### config.mk
export PLATFORM = sky130hd
export DESIGN_NAME = qz_quantizer
export DESIGN_NICKNAME = d
export VERILOG_FILES = /design/src/rtl/qz_pkg.sv /design/src/rtl/qz_qp_prep.sv /design/src/rtl/qz_mf_table.sv /design/src/rtl/qz_round_shift.sv /design/src/rtl/qz_quantizer.sv
export SDC_FILE = /design/constraint.sdc
export NUM_CORES = 1
export LEC_CHECK = 0
export BUFFER_PORTS_ARGS = -buffer_cell sky130_fd_sc_hd__buf_2
export CAP_MARGIN = 20
export CELL_PAD_IN_SITES_DETAIL_PLACEMENT = 0
export CELL_PAD_IN_SITES_GLOBAL_PLACEMENT = 2
export CORE_ASPECT_RATIO = 1.25
export CORE_UTILIZATION = 44
export CTS_CLUSTER_SIZE = 28
export DETAILED_ROUTE_END_ITERATION = 8
export GPL_ROUTABILITY_DRIVEN = 0
export PLACE_DENSITY = 0.95
export SETUP_SLACK_MARGIN = 0.5
export SLEW_MARGIN = 15
export SYNTH_ARGS = -nofsm -noshare
export SYNTH_HDL_FRONTEND = slang
export SYNTH_SLANG_ARGS = --single-unit
### constraint.sdc
create_clock -name clk -period 12.7 [get_ports clk]
set_input_delay 2.54 -clock clk [delete_from_list [all_inputs] [get_ports clk]]
set_output_delay 2.54 -clock clk [all_outputs]
set_load 0.02 [all_outputs]
### src/rtl/qz_pkg.sv
package qz_pkg;

  typedef enum logic [1:0] {
    PC_EVEN  = 2'd0,
    PC_ODD   = 2'd1,
    PC_MIXED = 2'd2
  } pos_class_t;

  localparam int QP_LIMIT    = 51;
  localparam int QSHIFT_BASE = 15;
  localparam int MF_W        = 14;
  localparam int QB_W        = 5;

  // scale factor by position class and qp remainder
  function automatic logic [MF_W-1:0] mf_lookup(input logic [1:0] cls, input logic [2:0] rem);
    logic [MF_W-1:0] v;
    v = '0;
    case (cls)
      PC_EVEN: case (rem)
        3'd0: v = 14'd13107; 3'd1: v = 14'd11916; 3'd2: v = 14'd10082;
        3'd3: v = 14'd9362;  3'd4: v = 14'd8192;  3'd5: v = 14'd7282;
        default: v = '0;
      endcase
      PC_ODD: case (rem)
        3'd0: v = 14'd5243;  3'd1: v = 14'd4660;  3'd2: v = 14'd4194;
        3'd3: v = 14'd3647;  3'd4: v = 14'd3355;  3'd5: v = 14'd2893;
        default: v = '0;
      endcase
      PC_MIXED: case (rem)
        3'd0: v = 14'd8066;  3'd1: v = 14'd7490;  3'd2: v = 14'd6554;
        3'd3: v = 14'd5825;  3'd4: v = 14'd5243;  3'd5: v = 14'd4559;
        default: v = '0;
      endcase
      default: v = '0;
    endcase
    return v;
  endfunction

  // floor(2^qb / 3): the alternating 0101 pattern shifted into place
  function automatic logic [31:0] third_of_step(input logic [QB_W-1:0] qb);
    return 32'h5555_5555 >> (6'd32 - {1'b0, qb});
  endfunction

endpackage

### src/rtl/qz_qp_prep.sv
module qz_qp_prep
  import qz_pkg::*;
#(
  parameter int QPW = 6
) (
  input  logic [QPW-1:0]  qp_raw,
  output logic [2:0]      rem,
  output logic [QB_W-1:0] qbits
);
  localparam logic [QPW-1:0] LIMIT = QPW'(QP_LIMIT);

  logic [QPW-1:0] qp_eff;
  int             qv;

  always_comb begin
    qp_eff = (qp_raw > LIMIT) ? LIMIT : qp_raw;
    qv     = int'(qp_eff);
    rem    = 3'(qv % 6);
    qbits  = QB_W'(QSHIFT_BASE + qv / 6);
  end
endmodule

### src/rtl/qz_mf_table.sv
module qz_mf_table
  import qz_pkg::*;
(
  input  logic [1:0]      row,
  input  logic [1:0]      col,
  input  logic [2:0]      rem,
  output logic [MF_W-1:0] mf
);
  localparam int NCLS = 4;

  logic [1:0]      cls;
  logic [MF_W-1:0] cand [NCLS];

  always_comb begin
    if (row[0] != col[0])  cls = PC_MIXED;
    else if (row[0])       cls = PC_ODD;
    else                   cls = PC_EVEN;
  end

  for (genvar g = 0; g < NCLS; g++) begin : g_cls
    assign cand[g] = mf_lookup(2'(g), rem);
  end

  assign mf = cand[cls];
endmodule

### src/rtl/qz_round_shift.sv
module qz_round_shift
  import qz_pkg::*;
#(
  parameter int SUMW = 30,
  parameter int LW   = 16
) (
  input  logic [SUMW-1:0]        sum,
  input  logic [QB_W-1:0]        qbits,
  input  logic                   neg,
  output logic signed [LW-1:0]   level
);
  logic [SUMW-1:0]   shifted;
  logic signed [SUMW:0] wide;

  always_comb begin
    shifted = sum >> qbits;
    wide    = neg ? -$signed({1'b0, shifted}) : $signed({1'b0, shifted});
    level   = LW'(wide);
  end
endmodule

### src/rtl/qz_quantizer.sv
module qz_quantizer
  import qz_pkg::*;
#(
  parameter int CW  = 16,
  parameter int LW  = 16,
  parameter int QPW = 6
) (
  input  logic                 clk,
  input  logic                 rst_n,
  input  logic                 in_valid,
  output logic                 in_ready,
  input  logic signed [CW-1:0] in_coef,
  input  logic [1:0]           in_row,
  input  logic [1:0]           in_col,
  input  logic [QPW-1:0]       qp,
  output logic                 out_valid,
  input  logic                 out_ready,
  output logic signed [LW-1:0] out_level
);
  localparam int PW = CW + MF_W;

  logic adv;
  assign adv      = !out_valid || out_ready;
  assign in_ready = adv;

  // stage 0 (combinational): magnitude, sign, qp split, scale factor
  logic [CW-1:0]   coef_bits, coef_mag;
  logic            coef_neg;
  logic [2:0]      qp_rem;
  logic [QB_W-1:0] qp_shift;
  logic [MF_W-1:0] mf_sel;

  always_comb begin
    coef_bits = in_coef;
    coef_neg  = coef_bits[CW-1];
    coef_mag  = coef_neg ? (~coef_bits + 1'b1) : coef_bits;
  end

  qz_qp_prep #(.QPW(QPW)) u_qp (
    .qp_raw (qp),
    .rem    (qp_rem),
    .qbits  (qp_shift)
  );

  qz_mf_table u_mf (
    .row (in_row),
    .col (in_col),
    .rem (qp_rem),
    .mf  (mf_sel)
  );

  // stage 1 registers
  logic            s1_v, s1_neg;
  logic [CW-1:0]   s1_mag;
  logic [MF_W-1:0] s1_mf;
  logic [QB_W-1:0] s1_qb;

  always_ff @(posedge clk or negedge rst_n) begin
    if (!rst_n) begin
      s1_v <= 1'b0; s1_neg <= 1'b0; s1_mag <= '0; s1_mf <= '0; s1_qb <= '0;
    end else if (adv) begin
      s1_v   <= in_valid;
      s1_neg <= coef_neg;
      s1_mag <= coef_mag;
      s1_mf  <= mf_sel;
      s1_qb  <= qp_shift;
    end
  end

  // stage 2 registers: scaled magnitude plus rounding offset
  logic            s2_v, s2_neg;
  logic [PW-1:0]   s2_sum;
  logic [QB_W-1:0] s2_qb;
  logic [PW-1:0]   prod, offs;

  always_comb begin
    prod = PW'(s1_mag) * PW'(s1_mf);
    offs = PW'(third_of_step(s1_qb));
  end

  always_ff @(posedge clk or negedge rst_n) begin
    if (!rst_n) begin
      s2_v <= 1'b0; s2_neg <= 1'b0; s2_sum <= '0; s2_qb <= '0;
    end else if (adv) begin
      s2_v   <= s1_v;
      s2_neg <= s1_neg;
      s2_sum <= prod + offs;
      s2_qb  <= s1_qb;
    end
  end

  // stage 3: shift, restore sign, output register
  logic signed [LW-1:0] lvl_next;

  qz_round_shift #(.SUMW(PW), .LW(LW)) u_rs (
    .sum   (s2_sum),
    .qbits (s2_qb),
    .neg   (s2_neg),
    .level (lvl_next)
  );

  always_ff @(posedge clk or negedge rst_n) begin
    if (!rst_n) begin
      out_valid <= 1'b0;
      out_level <= '0;
    end else if (adv) begin
      out_valid <= s2_v;
      out_level <= lvl_next;
    end
  end
endmodule

### Yosys cells after proc, flatten, opt, wreduce, memory -nomap -nowiden

Index checks and enable logic that the tools add are counted.

* output and inout port bits: 18
* input bits: 30
* memory bits (writable): 0
* word-level logic and storage cells: 45
* bits in latches: 0
* memories kept: 0
* register bits: 91
* bits in read-only memories: 0

* div/mod/pow operators: 2
* multiply operators: 1
* add/subtract/negate cells: 5
* bitwise logic cells: 2
* multiplexer cells: 11
* $lt $le $gt $ge: 2
* reduce and logical (&&, ||, !) cells: 3
* shifts and indexed selects: 2
* equal/unequal tests: 6

Operator list (count)
* $pmux W13 S6: 2
* $pmux W14 S6: 1
* $div A7 B4 Y32 const B: 1
* $mod A7 B4 Y32 const B: 1
* $mux W16: 2
* $shr A31 B6 Y30 const A: 1
* $add A30 B30 Y30: 1
* $mul A16 B14 Y30: 1
* $shr A30 B5 Y16: 1
* $bmux W14 S2: 1
* $mux W14: 2
* $add A16 B1 Y16 const B: 1
* $neg A16 Y16: 1
* $not A16 Y16: 1
* $eq A3 B2 Y1 const B: 2
* $eq A3 B3 Y1 const B: 2
* $gt A6 B6 Y1 const B: 1
* $mux W6: 1
* $sub A6 B5 Y6 const A: 1
* $add A5 B5 Y5 const A: 1
* $eq A3 B1 Y1 const B: 1
* $ge A3 B3 Y1 const B: 1
* $logic_not A3 Y1: 1
* $not A2 Y3: 1
* 5 further kinds: 5

### Longest topological paths before layout

* depth in word-level cells: 8
* mapped depth: 23
* mapped depth without buffers: 22

### Hierarchy

Synthesis repeated with hierarchy kept, for this count alone.

* cells, all modules: 1743
* area total of the unflattened synthesis: 15172.1 um2

Modules (own cells, without submodules)
* qz_quantizer: area an instance 11892.7 um2, times used 1, sequential area each 2277.2 um2, cells an instance 1343
* qz_round_shift: area an instance 2218.4 um2, times used 1, sequential area each 0.0 um2, cells an instance 243
* qz_qp_prep: area an instance 543.0 um2, times used 1, sequential area each 0.0 um2, cells an instance 77
* qz_mf_table: area an instance 518.0 um2, times used 1, sequential area each 0.0 um2, cells an instance 80

### Worst setup path before layout

OpenSTA, ideal clock, no wires.

* kind: register to register
* start: register s1_mf[13]
* end: register s2_sum[28]
* stages on the path, launching flop included: 22
* buffers on the path: 2
* setup slack: 6.542 ns
* library setup time: 0.141 ns
* arrival: 6.016 ns
* data required time: 12.559 ns
* clock period less this slack: 6.158 ns
* path through: dfrtp_1 -> clkbuf_1 -> clkbuf_1 -> nand2_1 -> fa_1 -> fa_1 -> inv_1 -> fa_1 -> inv_1 -> fa_1 -> inv_1 -> fa_1 -> fa_1 -> ha_1 -> o21a_1 -> o211ai_1 -> a21oi_1 -> a21oi_1 -> or3_1 -> o311ai_0 -> mux2i_1 -> a31oi_1

* cells in the longest elaborated chain, start to end: 2

Ends and longest elaborated chain
* from (decl): RTL line qz_quantizer.sv:55 `logic [MF_W-1:0] s1_mf;`
* from (signal assigned): RTL line qz_quantizer.sv:65 `s1_mf <= mf_sel;`
* $mul A16 B14 Y30: RTL line qz_quantizer.sv:77 `prod = PW'(s1_mag) * PW'(s1_mf);`
* $add A30 B30 Y30: RTL line qz_quantizer.sv:87 `s2_sum <= prod + offs;`
* to (signal assigned): RTL line qz_quantizer.sv:87
* to (decl): RTL line qz_quantizer.sv:72 `logic [PW-1:0] s2_sum;`

Every way passes these cells.
A chain may end at the register's enable or synchronous reset.

### Final worst setup path

* start: register s1_qb[2]
* end: register s2_sum[28]

* cells in the longest elaborated chain, start to end: 3

Ends and longest elaborated chain
* from (decl): RTL line qz_quantizer.sv:56 `logic [QB_W-1:0] s1_qb;`
* from (signal assigned): RTL line qz_quantizer.sv:66 `s1_qb <= qp_shift;`
* $sub A6 B5 Y6: RTL line qz_pkg.sv:41 `return 32'h5555_5555 >> (6'd32 - {1'b0, qb});`
* $shr A31 B6 Y30: RTL line qz_pkg.sv:41
* $add A30 B30 Y30: RTL line qz_quantizer.sv:87

Every way passes these cells.

==> results by group <==
Synthesis
  – Post-synth cell types: 83
  – Share of async-settable or async-resettable flops after synthesis: 100%
  – Post-synthesis register bit count: 91
  – Main flop type after synthesis: dfrtp_1
  – Post-synth EDFFs: 0
  – Synth Area per Inst: 8.88 um^2
  – Mapped Area: 14,700 um^2
  – Synthesis Warnings: 0
  – Post-Syn Nets: 1,966
  – Register area share after synthesis: 15.5%
  – Cell count after synthesis: 1,651

GRT
  – Grt ovf: 0
  – Vias in the first global route: 11,900
  – Total track usage: 22.9%
  – Global-route wire length before repair: 61,100 um
  – Pin count of the biggest net entering global routing: 90
  – Initial antenna violation count: 0

Drt
  – Initial DRC count: 696
  – TritonRoute pass-1 iters: 7
  – Post-route ant nets: 0
  – Vias per cell: 5.65
  – DRC errors left: 2
  – Post-Route WL: 36,000 um
  – Routed length per instance: 17.7 um
  – Routed vias: 11,500

Floorplanning
  – Die area: 34,100 um^2
  – Initial core utilization: 44.7%
  – Core box area: 32,800 um^2
  – Die Ht: 206 um
  – IO Count: 48
  – Die X: 165 um
  – Core Rows: 74

Timing
  – RSZ-0062 raised after global routing: no
  – Worst Clk Skew: 0.0114 ns
  – Fin crit share: 54.5%
  – Setup violators final: 0
  – Post-route setup TNS: 0 ns
  – Worst slew pin tran: 0.893 ns
  – Final hold slack: 0.463 ns
  – Fmax: 144 MHz
  – Hold violation count in the final report: 0
  – Fin. max-slew vios: 0
  – Post-route setup slack: 5.77 ns
  – Final worst path period need: 6.93 ns
  – Slew headroom: 40.3%

Job
  – Max-Cap Viols: 0

Placed design
  – Number of I/O port buffers: 45
  – Placed Area: 15,000 um^2
  – HPWL Detailed: 28,200 um
  – Pre-CTS setup slack: 5.71 ns

CTS
  – TritonCTS Buffers: 9
  – CTS clk-pin slew, worst paths: 0.08 ns
  – Clock Latency Late Sink: 0.37 ns
  – PostCTS Resize Cnt: 0
  – Setup bufs post-CTS: 0
  – Sink Count: 91
  – Max H-tree Level: 3
  – CTS tree: done
  – Cts hold-fix bufs: 0
  – Clock Path Buffers: 2
  – Clk root buf: clkbuf_16

Setup path
  – Critical path type: flip-flop to flip-flop
  – Crit path max fanout: 12
  – WP data required: 12.90 ns
  – Worst EP arrival: 7.13 ns
  – Worst setup SP type: flip-flop
  – Crit. End Element: flip-flop

Layout
  – Net count, final: 1,930
  – Fillers: 3,215
  – Antenna fix cells: 0
  – Post-route design area: 15,400 um^2
  – Proportion of layout cells with a drive suffix above 1: 8.70%
  – Area Growth Syn to Fin: 4.75%

Run status
  – Violated checks: design-rule violations
  – Status: finished, violations left

Worst hold path
  – Hold WC Path Type: flip-flop to flip-flop
synthesized netlist by cell type, types with 30 or more instances:
cell type	n	area (um^2)
nand2_1	252	946
inv_1	206	773
fa_1	194	3880
and2_1	100	626
dfrtp_1	91	2280
ha_1	91	1140
nor2_1	88	330
clkbuf_1	81	304
a21oi_1	77	385
o21ai_0	61	305
xnor2_1	32	280
mux4_2	30	676
placed cells by master, fill, tap and decap left out, drive strengths merged, types with 11 or more instances in the layout:
master	count
and2	100
inv	208
xnor2	32
mux2i	27
o211ai	11
nand2b	12
fa	194
o21ai	66
mux4	30
ha	91
a21oi	77
nand2	252
buf	54
mux2	13
xor2	23
nor2	88
nand3	22
o31ai	13
dfrtp	91
nor2b	24
a31oi	11
nor3	18
cell type report:
class	instances	area, um^2	area share, %
clock buffer	9	225	1.47
clock inverter	7	72.6	0.473
inverter	208	782	5.09
multi-input combinational	1251	11200	72.7
sequential	91	2280	14.8
tap	418	523	3.41
timing repair buffer	54	308	2.00
sequential cells by signal, summed over array words and instances (netlist names):
| name | flops |
|---|---|
| s1_qb | 5 |
| s2_sum | 30 |
| s1_neg | 1 |
| s1_v | 1 |
| s1_mf | 14 |
| s2_neg | 1 |
| out_valid | 1 |
| s1_mag | 16 |
| out_level | 16 |
| s2_v | 1 |
| s2_qb | 5 |
cell families after synthesis:
group | share of synthesized area [%]
flops | 15.5
compound gates | 12.4
simple gates | 18.5
fa+ha+maj | 34.3
buf+inv | 8.35
xor+xnor | 3.29
mux | 7.61
critical path, stage by stage, from the launching register on:
cell and delay (ns):
dfrtp_1 0.58, o21ai_0 0.51, nor2b_1 0.24, nor2b_1 0.08
fa_1 0.51, fa_1 0.44, fa_1 0.51, inv_1 0.05
fa_1 0.48, fa_1 0.55, inv_1 0.05, fa_1 0.48
ha_1 0.37, o2111ai_1 0.26, o211ai_1 0.34, a21oi_1 0.11
or3_1 0.44, o311ai_0 0.43, mux2i_1 0.24, a31oi_1 0.09
metal layers:
layer | part of all wire (%) | wire length, um | global-route usage, % | up-vias
li1 | - | - | - | 5367
met1 | 42 | 15100 | 28.9 | 5820
met2 | 52 | 18700 | 40.8 | 256
met3 | 3.2 | 1150 | 2.01 | 73
met4 | 3.0 | 1070 | 7.63 | 0
met5 | 0 | 0 | 0 | -
final timing paths:
| check | start | to | slack (ns) | cells after the start |
|---|---|---|---|---|
| setup / recovery | s1_qb[2]$_DFFE_PN0P_ | s2_sum[28]$_DFFE_PN0P_ | 5.77 | 19 |
| hold / removal | s2_v$_DFFE_PN0P_ | s2_v$_DFFE_PN0P_ | 0.46 | 2 |
| setup reg to reg | s1_qb[2]$_DFFE_PN0P_ | s2_sum[28]$_DFFE_PN0P_ | 5.77 | 19 |
| hold reg to reg | s2_v$_DFFE_PN0P_ | s2_v$_DFFE_PN0P_ | 0.46 | 2 |
| max in group asynchronous | rst_n | s1_mag[8]$_DFFE_PN0P_ | 9.64 | 3 |
| min in group asynchronous | rst_n | out_level[9]$_DFFE_PN0P_ | 2.01 | 1 |
through the flow:
step                      cells  utilization [%]
after global routing       2038             46.8
after global placement     2021             45.9
after floorplan            1651                -
after detailed placement   2021             45.9
final                      2038             46.8
after CTS                  2037             46.8
Power is left out: the tool's default activity adds up to more than one toggle a clock period on the data nets, which glitch-free logic cannot reach.
